`src/rtl/wake_pkg.sv`:
```
package wake_pkg;
  localparam int PRE_W  = 9;
  localparam int TAP_W  = $clog2(PRE_W);
  localparam int CFG_W  = 5;
  localparam int TAP16  = 3;
  localparam int TAP32  = 4;
  localparam int TAP64  = 5;
  localparam int TAP128 = 6;
  localparam int TAP512 = 8;

  typedef enum logic [2:0] {
    ST_RUN, ST_STOP, ST_STAB, ST_EDGE, ST_WAIT
  } wake_state_e;

  typedef struct packed {
    logic [1:0] stab_sel;
    logic       wdt_fast;
    logic       tmr_src;
    logic       wclk_stop;
  } wake_cfg_t;

  function automatic logic [TAP_W-1:0] sel_to_tap(input logic [1:0] sel);
    case (sel)
      2'b00:   return TAP_W'(TAP32);
      2'b01:   return TAP_W'(TAP16);
      2'b10:   return TAP_W'(TAP128);
      default: return TAP_W'(TAP64);
    endcase
  endfunction
endpackage

```
`src/rtl/wake_prescaler.sv`:
```
module wake_prescaler
  import wake_pkg::*;
(
  input  logic             clk_i,
  input  logic             rst_ni,
  input  logic             hold_i,
  output logic [PRE_W-1:0] tick_o,
  output logic [PRE_W-1:0] lvl_o
);
  logic [PRE_W-1:0] cnt_q;

  always_ff @(posedge clk_i or negedge rst_ni) begin
    if (!rst_ni)     cnt_q <= '0;
    else if (hold_i) cnt_q <= '0;
    else             cnt_q <= cnt_q + 1'b1;
  end

  // tap i divides by 2^(i+1)
  for (genvar i = 0; i < PRE_W; i++) begin : g_tap
    assign tick_o[i] = &cnt_q[i:0];
    assign lvl_o[i]  = cnt_q[i];
  end
endmodule

```
`src/rtl/wake_stab_counter.sv`:
```
module wake_stab_counter #(
  parameter int CNT_W = 12
) (
  input  logic clk_i,
  input  logic rst_ni,
  input  logic load_i,
  input  logic dec_i,
  output logic done_o
);
  logic [CNT_W-1:0] cnt_q;

  always_ff @(posedge clk_i or negedge rst_ni) begin
    if (!rst_ni)     cnt_q <= '1;
    else if (load_i) cnt_q <= '1;
    else if (dec_i && cnt_q[CNT_W-1]) cnt_q <= cnt_q - 1'b1;
  end

  assign done_o = ~cnt_q[CNT_W-1];
endmodule

```
`src/rtl/wake_cfg_regs.sv`:
```
module wake_cfg_regs
  import wake_pkg::*;
(
  input  logic             clk_i,
  input  logic             rst_ni,
  input  logic             warm_rst_i,
  input  logic             wr_en_i,
  input  logic [CFG_W-1:0] wr_data_i,
  input  logic             set_stop_i,
  input  logic             clr_stop_i,
  input  logic             set_wait_i,
  input  logic             clr_wait_i,
  output wake_cfg_t        cfg_o,
  output logic             stop_flag_o,
  output logic             wait_flag_o
);
  always_ff @(posedge clk_i or negedge rst_ni) begin
    if (!rst_ni)         cfg_o <= '0;
    else if (warm_rst_i) cfg_o <= '0;
    else if (wr_en_i)    cfg_o <= wake_cfg_t'(wr_data_i);
  end

  // status flags: power-on reset only, no write path
  always_ff @(posedge clk_i or negedge rst_ni) begin
    if (!rst_ni) begin
      stop_flag_o <= 1'b0;
      wait_flag_o <= 1'b0;
    end else if (!warm_rst_i) begin
      if (set_stop_i)      stop_flag_o <= 1'b1;
      else if (clr_stop_i) stop_flag_o <= 1'b0;
      if (set_wait_i)      wait_flag_o <= 1'b1;
      else if (clr_wait_i) wait_flag_o <= 1'b0;
    end
  end
endmodule

```
`src/rtl/wake_stab_ctrl.sv`:
```
module wake_stab_ctrl
  import wake_pkg::*;
#(
  parameter int CNT_W = 12
) (
  input  logic             clk_i,
  input  logic             rst_ni,
  input  logic             warm_rst_i,
  input  logic             stop_req_i,
  input  logic             wait_req_i,
  input  logic             wake_irq_i,
  input  logic             ext_clk_i,
  input  logic             sys_clk_sel_i,
  input  logic             wr_en_i,
  input  logic [CFG_W-1:0] wr_data_i,
  input  logic             tmr_pin_i,
  output logic             osc_en_o,
  output logic             pll_en_o,
  output logic             cpu_clk_en_o,
  output logic             biu_clk_en_o,
  output logic             sys_clk_en_o,
  output logic             stop_flag_o,
  output logic             wait_flag_o,
  output logic             wdt_tick_o,
  output logic             tmr_evt_o
);
  wake_state_e      state_q, state_d;
  wake_cfg_t        cfg;
  logic [PRE_W-1:0] tick, lvl;
  logic [TAP_W-1:0] tap;
  logic             tick_sel, lvl_sel, lvl_q, fall, cnt_done, count_mode;
  logic             pin_q, evt_q;

  wake_prescaler u_pre (
    .clk_i  (clk_i),
    .rst_ni (rst_ni),
    .hold_i (state_q == ST_STOP),
    .tick_o (tick),
    .lvl_o  (lvl)
  );

  assign tap      = sel_to_tap(cfg.stab_sel);
  assign tick_sel = tick[tap];
  assign lvl_sel  = lvl[tap];
  assign fall     = lvl_q & ~lvl_sel;

  wake_stab_counter #(.CNT_W(CNT_W)) u_cnt (
    .clk_i  (clk_i),
    .rst_ni (rst_ni),
    .load_i (state_q != ST_STAB),
    .dec_i  (tick_sel),
    .done_o (cnt_done)
  );

  assign count_mode = ~ext_clk_i | sys_clk_sel_i;

  always_comb begin
    state_d = state_q;
    unique case (state_q)
      ST_RUN:  if (stop_req_i) state_d = ST_STOP;
               else if (wait_req_i) state_d = ST_WAIT;
      ST_STOP: if (wake_irq_i) state_d = count_mode ? ST_STAB : ST_EDGE;
      ST_STAB: if (cnt_done) state_d = ST_RUN;
      ST_EDGE: if (fall) state_d = ST_RUN;
      ST_WAIT: if (wake_irq_i) state_d = ST_RUN;
      default: state_d = ST_RUN;
    endcase
  end

  always_ff @(posedge clk_i or negedge rst_ni) begin
    if (!rst_ni) begin
      state_q <= ST_RUN;
      lvl_q   <= 1'b0;
    end else begin
      state_q <= warm_rst_i ? ST_RUN : state_d;
      lvl_q   <= lvl_sel;
    end
  end

  wake_cfg_regs u_cfg (
    .clk_i       (clk_i),
    .rst_ni      (rst_ni),
    .warm_rst_i  (warm_rst_i),
    .wr_en_i     (wr_en_i),
    .wr_data_i   (wr_data_i),
    .set_stop_i  (state_q == ST_RUN && state_d == ST_STOP),
    .clr_stop_i  ((state_q == ST_STAB || state_q == ST_EDGE) && state_d == ST_RUN),
    .set_wait_i  (state_q == ST_RUN && state_d == ST_WAIT),
    .clr_wait_i  (state_q == ST_WAIT && state_d == ST_RUN),
    .cfg_o       (cfg),
    .stop_flag_o (stop_flag_o),
    .wait_flag_o (wait_flag_o)
  );

  // timer count enable, registered
  always_ff @(posedge clk_i or negedge rst_ni) begin
    if (!rst_ni) begin
      pin_q <= 1'b0;
      evt_q <= 1'b0;
    end else begin
      pin_q <= tmr_pin_i;
      evt_q <= cfg.tmr_src ? tick[TAP32] : (tmr_pin_i & ~pin_q);
    end
  end

  assign osc_en_o     = state_q != ST_STOP;
  assign pll_en_o     = state_q != ST_STOP;
  assign cpu_clk_en_o = state_q == ST_RUN;
  assign biu_clk_en_o = state_q == ST_RUN;
  assign sys_clk_en_o = (state_q == ST_RUN) || (state_q == ST_WAIT && !cfg.wclk_stop);
  assign wdt_tick_o   = cfg.wdt_fast ? tick[TAP32] : tick[TAP512];
  assign tmr_evt_o    = evt_q;
endmodule

```
`config.mk`:
```
export PLATFORM = sky130hd
export DESIGN_NAME = wake_stab_ctrl
export DESIGN_NICKNAME = d
export VERILOG_FILES = /design/src/rtl/wake_pkg.sv /design/src/rtl/wake_prescaler.sv /design/src/rtl/wake_stab_counter.sv /design/src/rtl/wake_cfg_regs.sv /design/src/rtl/wake_stab_ctrl.sv
export SDC_FILE = /design/constraint.sdc
export NUM_CORES = 1
export LEC_CHECK = 0
export BUFFER_PORTS_ARGS = -buffer_cell sky130_fd_sc_hd__buf_4
export CAP_MARGIN = 20
export CORE_MARGIN = 3
export CORE_UTILIZATION = 57
export DETAILED_ROUTE_END_ITERATION = 8
export GPL_TIMING_DRIVEN = 0
export PLACE_DENSITY = 0.79
export SYNTH_ARGS = -nofsm -noshare
export SYNTH_HDL_FRONTEND = slang
export SYNTH_HIERARCHICAL = 1
export SYNTH_SLANG_ARGS = --single-unit
```
`constraint.sdc`:
```
create_clock -name clk_i -period 2.46 [get_ports clk_i]
set_input_delay 0.738 -clock clk_i [delete_from_list [all_inputs] [get_ports clk_i]]
set_output_delay 0.738 -clock clk_i [all_outputs]
set_load 0.05 [all_outputs]
```
==> reports/metrics.yaml, run 1 <==
fmax_mhz: 390
antenna_cells: 0
cts_tree: "built"
ys_seq_area_frac: 0.451
place.gp.congestion: 0.844
synthCells: 189
intPower_mw: 0.968
syn_nets: 212
num_vias: 1579
hp-class: "in -> async"
row_count: 20
wl_per_cell_um: 15.4
grt_pass1_vias: 1582
nNetsFinal: 249
violations: "negative setup slack"
worstSetupPathType: "reg -> out"
p_clk_frac: 0.220
worstMarginPinSlew_ps: 497
seqCellArea_um2: 867
yosysTopAreaCell: "dfrtp_1"
cp_common_cell: "ha_4"
worst_setup_path_end_kind: "output pin"
drv_slew: 0
critical-path-max-stage-delay_ps: 440
drt_iter0_drc: 104
cts_hold_buf: 0
cpMaxStageDelayCell: "dfrtp_2"
setup_slack_ps: -106
totalWireLength_mm: 4.18
critPathTopFamily: "flip-flops"
nFillCells: 212
grt_max_degree: 35
cts_htree_levels: 2
comb_power_share: 0.309
dp_hpwl_mm: 2.83
synth_cell_types: 42
cts_sinks: 34
viasPerCell: 5.83
leakage_nw: 1.07
drv_cap: 0
yosys_warnings: 6
layout-drive-gt1-share: 0.348
dpl_worst_slack_ps: 12.1
initial_core_util: 0.614
path_clk_slew_ps: 100
ant_nets: 0
finalCritPeriodShare: 1.04
ys_ff_latch: 34
io_buffers: 22
relSlewSlack: 0.669
io_pins: 24
path_max_fanout: 3
cp_cell_sequence: "ha_4 > nand3_4 > nor2_2 > and2_4 > ha_4 > mux2_4 > buf_8"
die_area_um2: 4100
cts_root_buf: "clkbuf_4"
core-area_um2: 3130
cp.arrival_ps: 1830
syn_to_final_growth_pct: 24.1
synth.area.top_cells: "dfrtp_1, dfstp_2, ha_1, mux2i_1, nor2b_1"
dr.pass1.iters: 4
cts_made_buffers: 5
tns_ps: -120
crit_required_ps: 1720
rsz0062_at_grt: "yes"
track_usage: 0.212
drc: 0
ys_async_sr_fraction: 1.00
switching_share: 0.342
fp.dieH_um: 64.1
synth-edff-count: 0
pwr_density_cell_nw_per_um2: 617
antenna_found_initial: 0
syn_avg_cell_area_um2: 10.2
cts.path.max_buffers: 2
hold_viol_final: 0
die_x_um: 64.1
grt_first_pass_wirelength_mm: 6.81
fin_crit_ps: 2570
switchingPower_mw: 0.503
grt-ovfl-total: 0
synth_top_area_frac: 0.286
cp_num_buf_inv: 1
synth_ff_type: "dfrtp_1"
finClkSkew_ps: 8.49
finalSetupViolCount: 2
insertion_delay_ps: 330
worstSetupStartpointType: "flop"
syn_area_um2: 1920
peakVddDrop_v: 0.000394
share_seq_of_total_power: 0.471
status: "finished, violations left"
multi_input_area_um2: 1050
==> placed cells by master, fill, tap and decap left out, types with 3 or more instances in the layout <==
cell type	n
dfrtp_1	21
nor4_1	4
clkbuf_1	5
a2111oi_1	4
a21oi_1	3
nand3_1	9
o21a_1	3
clkbuf_4	5
nand2b_1	5
or3_1	9
nand2_1	7
ha_1	5
o21ai_0	9
mux2i_1	9
buf_4	34
dfstp_2	12
nor2b_1	10
nor2_1	12
inv_1	15
==> cells by family (layout without fill, tap and decap cells) <==
kind of cell	count (synthesis)	in the layout	share of synthesized area
DFF	34	34	0.451
muxes	14	14	0.0937
buffers and inverters	25	63	0.0566
xor gates and xnor gates	2	2	0.00912
and+or+nand+nor	77	77	0.230
AOI/OAI and AO/OA	29	29	0.108
adders and majority gates	8	8	0.0521
==> Yosys cell counts, types with 5 or more instances <==
| cell type | n |
|---|---|
| dfrtp_1 | 22 |
| inv_1 | 15 |
| nor2_1 | 13 |
| dfstp_2 | 12 |
| nor2b_1 | 10 |
| mux2i_1 | 9 |
| nand2_1 | 9 |
| nand3_1 | 9 |
| o21ai_0 | 9 |
| or3_1 | 9 |
| ha_1 | 8 |
| nor4_1 | 8 |
| clkbuf_1 | 6 |
| nand2b_1 | 5 |
==> flip-flops by register name, indices dropped and copies added, names as in the netlist <==
register           flops
u_cfg/stop_flag_o      1
u_cfg/cfg_o            5
u_cnt/cnt_q           12
tmr_evt_o              1
u_pre/lvl_o            9
lvl_q                  1
state_q                3
u_cfg/wait_flag_o      1
pin_q                  1
==> final timing paths <==
path | start | to | slack (ps) | depth (start not counted)
setup / recovery | u_pre/lvl_o[0] | wdt_tick_o | -110 | 7
hold / removal | rst_ni | u_pre/lvl_o[5] | 320 | 1
setup reg to reg | u_pre/lvl_o[1] | u_cnt/cnt_q[10] | -10 | 14
hold reg to reg | u_cnt/cnt_q[2] | u_cnt/cnt_q[2] | 510 | 2
max in group asynchronous | rst_ni | u_cnt/cnt_q[9] | 1800 | 1
min in group clk_i | u_cnt/cnt_q[2] | u_cnt/cnt_q[2] | 510 | 2
==> metrics by stage <==
stage	utilization	power (mW)	cell area [um2]	hold slack [ps]	std cells
6_report	0.762	1.47	2380	319	271
2_1_floorplan	-	0.948	1930	442	189
5_1_grt	0.762	1.56	2380	334	271
3_3_place_gp	0.688	1.05	2150	475	255
4_1_cts	0.738	1.44	2310	329	270
3_5_place_dp	0.688	1.07	2150	493	255
==> final cells by class <==
class,instances,share of cell area
Clock buffer,7,0.0231
Tap cell,44,0.0231
Multi-Input combinational cell,130,0.440
Sequential cell,34,0.364
Timing Repair Buffer,32,0.105
Inverter,15,0.0236
Clock inverter,1,0.00210
Buffer,8,0.0189
==> power by group through the flow <==
stage | Combinational, mW | Clock [mW] | Sequential, mW
2_1_floorplan | 0.248 | 0 | 0.700
3_3_place_gp | 0.354 | 0 | 0.691
3_5_place_dp | 0.370 | 0 | 0.700
4_1_cts | 0.425 | 0.333 | 0.686
5_1_grt | 0.494 | 0.364 | 0.702
6_report | 0.455 | 0.323 | 0.693
==> worst reg2reg max path: cells and delay by family (launching register included) <==
family,cells,cell delay (ps)
and+or+nand+nor,6,910
adders and majority gates,1,170
muxes,1,220
DFF,1,400
buffers and inverters,6,720
==> routing by layer <==
metal,up-vias,track usage,part of all wire,routed length (um)
met4,0,0.0674,0.0086,36
met5,-,0,0,0
li1,746,-,-,-
met2,44,0.355,0.51,2120
met3,4,0.0668,0.047,195
met1,785,0.260,0.44,1830
==> timing repair <==
item	in CTS	in global routing
endpoints found under the setup margin	5	11
setup buffers	8	2
pin swaps	4	2
resized for setup	9	14
(Power assumes the default switching activity.)
==> inputs of run 2 (changes only) <==
CELL_PAD_IN_SITES_DETAIL_PLACEMENT = 0   (was not set)
CELL_PAD_IN_SITES_GLOBAL_PLACEMENT = 1   (was not set)
CORE_UTILIZATION = 45   (was 57)
PLACE_DENSITY = not set   (was 0.79)
PLACE_DENSITY_LB_ADDON = 0.1   (was not set)
==> reports/metrics.yaml, run 2 (synthesis results as in run 1) <==
finalSetupViolCount: 1  # was 2
antenna_found_initial: 0  # unchanged
busiest_layer: "met2"  # unchanged
cts_htree_levels: 2  # unchanged
peakVddDrop_v: 0.000326  # was 0.000394 V
initial_core_util: 0.474  # was 0.614
power_mw: 1.52  # was 1.47 mW
nNetsFinal: 246  # was 249
wl_per_cell_um: 14.5  # was 15.4 um
drc: 0  # unchanged
cp.arrival_ps: 1740  # was 1830 ps
totalWireLength_mm: 3.99  # was 4.18 mm
grt-ovfl-total: 0  # unchanged
rr_startpoint: "u_pre/lvl_o[0]"  # was u_pre/lvl_o[1]
finClkSkew_ps: 6.73  # was 8.49 ps
cts_hold_buf: 0  # unchanged
worst_setup_path_end_kind: "output pin"  # unchanged
grt_first_pass_wirelength_mm: 6.97  # was 6.81 mm
die_x_um: 71.4  # was 64.1 um
use_met1: 0.239  # was 0.260
placed_area_um2: 2160  # was 2150 um2
grt_max_degree: 35  # unchanged
status: "finished, violations left"  # unchanged
core-area_um2: 4060  # was 3130 um2
cts_tree: "built"  # unchanged
crit_required_ps: 1720  # about the same
layout-drive-gt1-share: 0.330  # was 0.348
io_buffers: 22  # unchanged
dp_hpwl_mm: 2.81  # was 2.83 mm
crit_start: "u_pre/lvl_o[0]"  # unchanged
rsz0062_at_grt: "yes"  # unchanged
largest_reg_flops: 12  # unchanged
final_cell_area_um2: 2370  # was 2380 um2
row_count: 23  # was 20
path_clk_slew_ps: 70  # was 100 ps
setup_slack_ps: -14.9  # was -106 ps
violations: "negative setup slack"  # unchanged
worstMarginPinSlew_ps: 491  # was 497 ps
worstSetupStartpointType: "flop"  # unchanged
mostFrequentLayoutCells: "buf_4, dfrtp_1, inv_1"  # unchanged
cts.path.max_buffers: 2  # unchanged
path_max_fanout: 3  # unchanged
num_vias: 1532  # was 1,579
relSlewSlack: 0.672  # was 0.669
grt_pass1_vias: 1520  # was 1,582
antenna_cells: 0  # unchanged
cts_root_buf: "clkbuf_8"  # was clkbuf_4
leakage_nw: 1.04  # was 1.07 nW
cts_sinks: 34  # unchanged
finalCritPeriodShare: 1.01  # was 1.04
seqCellArea_um2: 867  # unchanged
dr.pass1.iters: 4  # unchanged
worstSetupPathType: "reg -> out"  # unchanged
hold_viol_final: 0  # unchanged
pwr_density_cell_nw_per_um2: 640  # was 617 nW/um2
track_usage: 0.169  # was 0.212
fin_crit_ps: 2470  # was 2570 ps
nFillCells: 351  # was 212
fp.dieH_um: 71.4  # was 64.1 um
top_register: "u_cnt/cnt_q"  # unchanged
final_common_cell: "buf_4"  # unchanged
use_met2: 0.261  # was 0.355
io_pins: 24  # unchanged
syn_to_final_growth_pct: 23.6  # was 24.1%
multi_input_area_um2: 1040  # was 1050 um2
drv_cap: 0  # unchanged
grt_use_met3: 0.0435  # was 0.0668
cts_made_buffers: 5  # unchanged
insertion_delay_ps: 280  # was 330 ps
viasPerCell: 5.59  # was 5.83
ant_nets: 0  # unchanged
die_area_um2: 5090  # was 4100 um2
drt_iter0_drc: 67  # was 104
place.gp.congestion: 0.783  # was 0.844
drv_slew: 0  # unchanged
hp-class: "in -> async"  # unchanged
fmax_mhz: 404  # was 390 MHz
-- run 2: cell types whose count changed in the layout (fill, tap and decap cells not counted), sizes merged --
cell,previous run,this run
clkinv,1,2
buf,36,32
-- run 2: final cells by class --
type,instances,area share
multi-input cells,130,0.438
clock buffers,6,0.0306
flip-flops and latches,34,0.365
repair buffers,28,0.0917
clock inverters,2,0.00421
plain buffers,9,0.0205
well taps,50,0.0263
inverters,15,0.0237
-- run 2: final timing paths --
| path | end | slack, ps | depth (start not counted) |
|---|---|---|---|
| max | wdt_tick_o | -10 | 7 |
| max in group asynchronous | u_cnt/cnt_q[10] | 1720 | 1 |
| min | u_pre/lvl_o[5] | 390 | 1 |
| min in group clk_i | tmr_evt_o | 490 | 1 |
| min reg2reg | tmr_evt_o | 490 | 1 |
| max reg2reg | u_cnt/cnt_q[6] | 90 | 12 |
-- run 2: metal layers --
layer,share of wire,vias up
li1,-,746
met1,0.48,746
met2,0.48,38
met3,0.038,2
met4,0.0033,0
met5,0,-
-- run 2: where the power goes --
| group | total [mW] | switching [mW] | internal (mW) |
|---|---|---|---|
| logic | 0.435 | 0.238 | 0.197 |
| registers | 0.695 | 0.0758 | 0.619 |
| clock network | 0.390 | 0.194 | 0.196 |
-- run 2: metrics by stage --
stage | std cells | setup TNS (ps) | utilization | worst slack [ps] | hold WS, ps
3_5_place_dp | 261 | -83.8 | 0.532 | -60.4 | 486
2_1_floorplan | 189 | 0 | - | 138 | 442
4_1_cts | 273 | -13.4 | 0.574 | -13.4 | 405
6_report | 274 | -14.9 | 0.585 | -14.9 | 392
5_1_grt | 274 | -118 | 0.585 | -71.5 | 410
3_3_place_gp | 261 | 0 | 0.532 | 54.1 | 470
-- run 2: worst max-delay path, cell delays in order, from the launching register on --
cell,delay [ps]
dfrtp_2,430
ha_4,170
nand3_4,100
nor2_4,40
and2_4,150
ha_4,150
mux2_4,270
buf_8,150
-- run 2: timing repair --
| action | 4_1_cts | 5_1_grt |
|---|---|---|
| gates cloned | 0 | 0 |
| resized for setup | 12 | 9 |
| setup endpoints to repair | 3 | 10 |
| pin swaps | 4 | 2 |
| hold endpoints to repair | 0 | 0 |
| setup buffers | 4 | 2 |
